**config.mk**
```make
export PLATFORM = sky130hd
export DESIGN_NAME = adc_result_bank
export DESIGN_NICKNAME = d
export VERILOG_FILES = /design/src/rtl/adc_bank_pkg.sv /design/src/rtl/adc_result_reg.sv /design/src/rtl/adc_byte_latch.sv /design/src/rtl/adc_read_mux.sv /design/src/rtl/adc_result_bank.sv
export SDC_FILE = /design/constraint.sdc
export NUM_CORES = 1
export LEC_CHECK = 0
export ABC_AREA = 1
export BUFFER_PORTS_ARGS = -buffer_cell sky130_fd_sc_hd__buf_2
export CORE_UTILIZATION = 25
export CTS_CLUSTER_SIZE = 30
export DETAILED_ROUTE_END_ITERATION = 10
export GPL_ROUTABILITY_DRIVEN = 0
export GPL_TIMING_DRIVEN = 0
export PLACE_DENSITY = 0.41
export SETUP_SLACK_MARGIN = 0.15
export SKIP_CTS_REPAIR_TIMING = 1
export SYNTH_ARGS = -nofsm -noshare
export SYNTH_HDL_FRONTEND = slang
export SYNTH_HIERARCHICAL = 1
export SYNTH_SLANG_ARGS = --single-unit
export TNS_END_PERCENT = 10
```
**constraint.sdc**
```tcl
create_clock -name clk -period 1.1 [get_ports clk]
set_clock_uncertainty 0.15 [all_clocks]
set_input_delay 0.22 -clock clk [delete_from_list [all_inputs] [get_ports clk]]
set_output_delay 0.22 -clock clk [all_outputs]
set_load 0.1 [all_outputs]
```
**src/rtl/adc_bank_pkg.sv**
```systemverilog
// Package: shared widths and the trigger-source encoding for the result bank.
// Assumes a result no wider than the register, and a register exactly two bus bytes wide.
package adc_bank_pkg;
    localparam int RES_W   = 10;
    localparam int REG_W   = 16;
    localparam int BUS_W   = 8;
    localparam int CLR_W   = 5;
    localparam int NUM_SRC = 2;

    typedef enum logic {
        SRC_SW = 1'b0,
        SRC_HW = 1'b1
    } trig_src_e;
endpackage

```
**src/rtl/adc_result_reg.sv**
```systemverilog
// Module: one left-justified result register that accepts completions of one trigger class.
// Assumes done is a single-cycle pulse and that clr takes priority over capture.
module adc_result_reg #(
    parameter int   RES_W  = 10,
    parameter int   REG_W  = 16,
    parameter logic MY_SRC = 1'b0
) (
    input  logic             clk,
    input  logic             rst_n,
    input  logic             clr,
    input  logic             done,
    input  logic             src,
    input  logic [RES_W-1:0] data,
    output logic [REG_W-1:0] q
);
    localparam int PAD_W = REG_W - RES_W;

    // Capture a matching completion, clear on reset or low-power.
    always_ff @(posedge clk) begin
        if (!rst_n) begin
            q <= '0;
        end else if (clr) begin
            q <= '0;
        end else if (done && (src == MY_SRC)) begin
            q <= {data, {PAD_W{1'b0}}};
        end
    end
endmodule

```
**src/rtl/adc_byte_latch.sv**
```systemverilog
// Module: shared temporary byte latch that holds a lower byte for a coherent second read.
// Assumes load is asserted only for upper-byte reads.
module adc_byte_latch #(
    parameter int BUS_W = 8
) (
    input  logic             clk,
    input  logic             rst_n,
    input  logic             clr,
    input  logic             load,
    input  logic [BUS_W-1:0] din,
    output logic [BUS_W-1:0] q
);
    // Hold the lower byte sampled at the last upper-byte read.
    always_ff @(posedge clk) begin
        if (!rst_n) begin
            q <= '0;
        end else if (clr) begin
            q <= '0;
        end else if (load) begin
            q <= din;
        end
    end
endmodule

```
**src/rtl/adc_read_mux.sv**
```systemverilog
// Module: zero-wait read multiplexer for the byte bus.
// Assumes addr[1] selects the register and addr[0] selects the lower byte (from the latch).
module adc_read_mux #(
    parameter int BUS_W = 8
) (
    input  logic             cs,
    input  logic             rd,
    input  logic [1:0]       addr,
    input  logic [BUS_W-1:0] sw_hi,
    input  logic [BUS_W-1:0] hw_hi,
    input  logic [BUS_W-1:0] tmp,
    output logic [BUS_W-1:0] rdata
);
    // Pick the byte for the current bus read, zero when idle.
    always_comb begin
        rdata = '0;
        if (cs && rd) begin
            if (addr[0]) begin
                rdata = tmp;
            end else if (addr[1]) begin
                rdata = hw_hi;
            end else begin
                rdata = sw_hi;
            end
        end
    end
endmodule

```
**src/rtl/adc_result_bank.sv**
```systemverilog
// Module: two read-only ADC result registers steered by trigger source, read over a byte bus.
// Assumes a 16-bit register (two bus bytes), synchronous bus strobes and one-cycle completions.
// Writes are accepted on the bus but have no effect.
module adc_result_bank #(
    parameter int RES_W = adc_bank_pkg::RES_W,
    parameter int REG_W = adc_bank_pkg::REG_W,
    parameter int BUS_W = adc_bank_pkg::BUS_W,
    parameter int CLR_W = adc_bank_pkg::CLR_W
) (
    input  logic             clk,
    input  logic             rst_n,
    input  logic [CLR_W-1:0] lp_mode,
    input  logic             conv_done,
    input  logic             conv_src_hw,
    input  logic [RES_W-1:0] conv_data,
    input  logic             cs,
    input  logic             rd,
    input  logic             wr,
    input  logic [1:0]       addr,
    input  logic [BUS_W-1:0] wdata,
    output logic [BUS_W-1:0] rdata
);
    import adc_bank_pkg::*;

    logic             clr_any;
    logic [REG_W-1:0] reg_q [NUM_SRC];
    logic [REG_W-1:0] sw_q;
    logic [REG_W-1:0] hw_q;
    logic [BUS_W-1:0] tmp_q;
    logic             tmp_load;
    logic [BUS_W-1:0] tmp_din;
    logic             unused_wr_sink;

    assign clr_any        = |lp_mode;
    assign unused_wr_sink = ^{wr, wdata};

    // One result register per trigger class.
    for (genvar g = 0; g < NUM_SRC; g++) begin : g_reg
        adc_result_reg #(
            .RES_W (RES_W),
            .REG_W (REG_W),
            .MY_SRC(g[0])
        ) u_reg (
            .clk  (clk),
            .rst_n(rst_n),
            .clr  (clr_any),
            .done (conv_done),
            .src  (conv_src_hw),
            .data (conv_data),
            .q    (reg_q[g])
        );
    end

    assign sw_q = reg_q[SRC_SW];
    assign hw_q = reg_q[SRC_HW];

    assign tmp_load = cs && rd && !addr[0];
    assign tmp_din  = addr[1] ? hw_q[BUS_W-1:0] : sw_q[BUS_W-1:0];

    adc_byte_latch #(.BUS_W(BUS_W)) u_latch (
        .clk  (clk),
        .rst_n(rst_n),
        .clr  (clr_any),
        .load (tmp_load),
        .din  (tmp_din),
        .q    (tmp_q)
    );

    adc_read_mux #(.BUS_W(BUS_W)) u_mux (
        .cs   (cs),
        .rd   (rd),
        .addr (addr),
        .sw_hi(sw_q[REG_W-1 -: BUS_W]),
        .hw_hi(hw_q[REG_W-1 -: BUS_W]),
        .tmp  (tmp_q),
        .rdata(rdata)
    );
endmodule

```
Word level (Yosys, flattened, before mapping):

Index checks and enable logic that the tools add are counted.
Widths: inputs -> output; s select.

* multiplexer cells: 4
* bitwise operators: 2
* reductions and logical operators: 6

Operator list (number)
* $mux 8: 4
* $reduce_or 6->1: 1
* $logic_and 1x1->1: 4
* $not 1->1: 2
* $logic_not 1->1: 1

* flip-flop bits (word level): 28
* input bits: 32
* logic and storage cells: 15

Depth between registers and ports, before layout:

* word-level depth: 3
* mapped depth: 6
* depth with buffers taken out: 5

Cells and area by module:

The synthesis kept the hierarchy.

Modules (own cells, without submodules)
* adc_result_reg (g_reg[0].u_reg): instances 1, cells each 73, area each 488.0 um2, sequential area each 200.2 um2
* adc_result_reg (g_reg[1].u_reg): instances 1, cells each 72, area each 474.2 um2, sequential area each 200.2 um2
* adc_read_mux: instances 1, cells each 78, area each 342.8 um2, sequential area each 0.0 um2
* adc_byte_latch: instances 1, cells each 36, area each 282.8 um2, sequential area each 160.2 um2
* adc_result_bank: instances 1, cells each 31, area each 135.1 um2, sequential area each 0.0 um2

Worst setup path after synthesis:

Ideal clock, no wire load.

* path kind: input-to-output
* from: input addr[1]
* to: output rdata[0]
* arrival: 1.859 ns
* slack: -1.129 ns
* cell stages on the path: 5
* path buffers: 2
* cell sequence: buf_6 -> buf_12 -> nor2_2 -> nor2_1 -> nor2_1

* longest elaborated chain between the ends: 3

Ends and longest elaborated chain
* start: declaration: line adc_result_bank.sv:19 `input logic [1:0] addr,`
* $mux 8: line adc_read_mux.sv:20 `end else if (addr[1]) begin`
* $mux 8: line adc_read_mux.sv:18 `if (addr[0]) begin`
* $mux 8: line adc_read_mux.sv:17 `if (cs && rd) begin`
* end: declaration: line adc_result_bank.sv:21 `output logic [BUS_W-1:0] rdata`

No other way between the ends.

Final worst setup path:

* from: register g_reg[1].u_reg.q[15]
* to: output rdata[7]

* longest elaborated chain between the ends: 3

Ends and longest elaborated chain
* start: declaration: line adc_result_reg.sv:14 `output logic [REG_W-1:0] q`
* start signal: assignment: line adc_result_reg.sv:25 `q <= {data, {PAD_W{1'b0}}};`
* $mux 8: line adc_read_mux.sv:20
* $mux 8: line adc_read_mux.sv:18
* $mux 8: line adc_read_mux.sv:17

No other way between the ends.

==> results.py <==
metrics = {
    "status": {
        "status": "complete, but fails checks",
        "violations": "setup timing",
    },
    "power_and_ir_drop": {
        "swShare": 0.271,
        "p_clk_frac": 0.364,
        "ir_worst_vdd_mv": 0.519,
        "leakage_nw": 1.06,
        "pwr-share-seq": 0.440,
        "power_density_mw_per_mm2": 957,
        "internal-power_mw": 1.69,
        "p_total_mw": 2.31,
        "p_sw_uw": 626,
        "combPwrFrac": 0.196,
    },
    "worst_setup_path": {
        "cp_max_fo": 2,
        "worstSetupStartpointType": "flip-flop",
        "critPathKind": "flip-flop to primary output",
        "end_kind": "primary output",
        "arrival_ps": 1130,
        "worstPathRequired_ps": 730,
    },
    "global_routing": {
        "grt_pass1_wl_mm": 6.98,
        "antenna_found_initial": 0,
        "track_usage": 0.124,
        "grt_overflow": 0,
        "grt_max_degree": 17,
        "grt_pass1_vias": 1465,
    },
    "die": {
        "start_util": 0.265,
        "die_h_um": 85.0,
        "die_area_mm2": 0.00723,
        "ios": 40,
        "die_x_um": 85.0,
        "core-area_mm2": 0.00649,
        "num_rows": 29,
    },
    "synth": {
        "synth_top_area_cell": "dfxtp_1",
        "seq_area_frac_synth": 0.325,
        "yosys-top-cells-count": "nand2_1 (88), nor2_1 (59), inv_1 (50)",
        "synth_top_area_share": 0.325,
        "ys_warn_count": 6,
        "synth_edf_count": 0,
        "syn_area_mm2": 0.00172,
        "synth_most_common_cell": "nand2_1",
        "async_flop_share": 0,
        "ys_ff_latch": 28,
        "syn_inst": 290,
        "synthFlopType": "dfxtp_1",
        "ys_top_cells_by_area": "dfxtp_1 (33%), nand2_1 (19%), nor2_1 (13%)",
        "synth.distinct_cells": 16,
        "syn_area_per_cell_um2": 5.94,
    },
    "sta": {
        "setup_slack_ps": -402,
        "hold_ws_ps": 4.62,
        "timing.final.crit_period_ps": 1500,
        "fin_crit_sh": 1.37,
        "setup_viol": 8,
        "hold_viol": 0,
        "finalMaxSlewViolations": 0,
        "fmax_mhz": 666,
        "setup-tns-final_ps": -3100,
        "rsz0062_at_grt": "true",
    },
    "finish": {
        "syn_to_final_growth_pct": 40.3,
        "nets": 372,
        "finalNonFillerCells": 416,
        "diodes": 0,
        "layout-drive-gt1-share": 0.336,
    },
    "clock_tree": {
        "numCtsBuffers": 3,
        "cts.sinks": 28,
        "cts.clk_slew.worst_paths_ps": 110,
        "tritoncts": "yes",
        "cts_root_buffer": "clkbuf_8",
        "clock_latency_ps": 280,
        "h-tree-depth": 1,
        "cts.path.max_buffers": 2,
    },
    "routing": {
        "ant_nets": 0,
        "wl_per_cell_um": 10.5,
        "routed_via_density": 4.05,
        "drt_iter0_drc": 56,
        "drt-total-wl_mm": 4.37,
        "first_pass_iters": 4,
        "drc_errors": 0,
        "vias": 1684,
    },
    "worst_hold_path": {
        "hp-class": "input pin to flip-flop",
    },
    "job": {
        "max_cap_viol_count": 0,
    },
    "place": {
        "dp_cells": 407,
        "dp_hpwl_mm": 3.13,
        "portBuffers": 30,
    },
}
-- path summary, 6_finish.rpt --
path	from	cells after the start	slack [ps]	endpoint
setup reg to reg	g_reg[1].u_reg/q[12]$_SDFFE_PP0P_	5	210	g_reg[1].u_reg/q[12]$_SDFFE_PP0P_
setup / recovery	g_reg[1].u_reg/q[15]$_SDFFE_PP0P_	5	-400	rdata[7]
hold / removal	conv_data[6]	3	5	g_reg[1].u_reg/q[12]$_SDFFE_PP0P_
hold reg to reg	u_latch/q[0]$_SDFFE_PP0P_	2	320	u_latch/q[0]$_SDFFE_PP0P_
-- sequential cells by signal, summed over array words and instances, names as in the netlist --
| register | cells |
|---|---|
| g.u_reg/q | 20 |
| u_latch/q | 8 |
-- per-layer routing --
metal | share of wire | GRT usage | vias up
met2 | 0.46 | 0.213 | 22
met3 | 0.023 | 0.0195 | 2
met5 | 0 | 0 | -
li1 | - | - | 911
met4 | 0.0071 | 0.0324 | 0
met1 | 0.51 | 0.161 | 749
-- cells in the final DEF, fill, tap and decap left out, drive strengths merged --
cell type and count:
a21oi 8, inv 53, nand2 90, bufinv 1, clkbuf 3, nand3 11
o21ai 8, dfxtp 28, conb 12, nor2 70, buf 55
-- metrics by stage --
step	instance area [µm²]	util	worst slack [ps]
2_1_floorplan	1830	-	-358
3_3_place_gp	2080	0.320	-668
3_5_place_dp	2080	0.320	-671
4_1_cts	2150	0.331	-671
5_1_grt	2420	0.372	-462
6_report	2420	0.372	-402
-- power groups by stage --
stage | clock [mW] | combinational (mW) | sequential [mW]
3_5_place_dp | 0 | 0.394 | 1.04
3_3_place_gp | 0 | 0.395 | 1.04
6_report | 0.843 | 0.453 | 1.02
2_1_floorplan | 0 | 0.287 | 1.04
5_1_grt | 0.908 | 0.502 | 1.02
4_1_cts | 0.871 | 0.395 | 1.02
-- worst max-delay path: stages, from the launching register on --
cell	delay, ps
dfxtp_1	360
nand2_1	60
nand2_1	60
nor2_2	50
nor2_4	130
buf_12	180
-- layout make-up --
type	count	area (µm²)
fill	724	4080
multi-input combinational	199	968
sequential	28	577
timing repair buffer	35	327
inverter	53	201
buffer	20	176
tap	77	96.3
clock buffer	3	41.3
clock inverter	1	30.0
-- cell families after synthesis --
| group | Yosys count | synth area share |
|---|---|---|
| other | 2 | 0.00436 |
| buffers and inverters | 73 | 0.216 |
| flip-flops | 28 | 0.325 |
| AND/OR/NAND/NOR | 171 | 0.408 |
| AO/OA/AOI/OAI | 16 | 0.0465 |
Power figures use the tool's default switching activity.
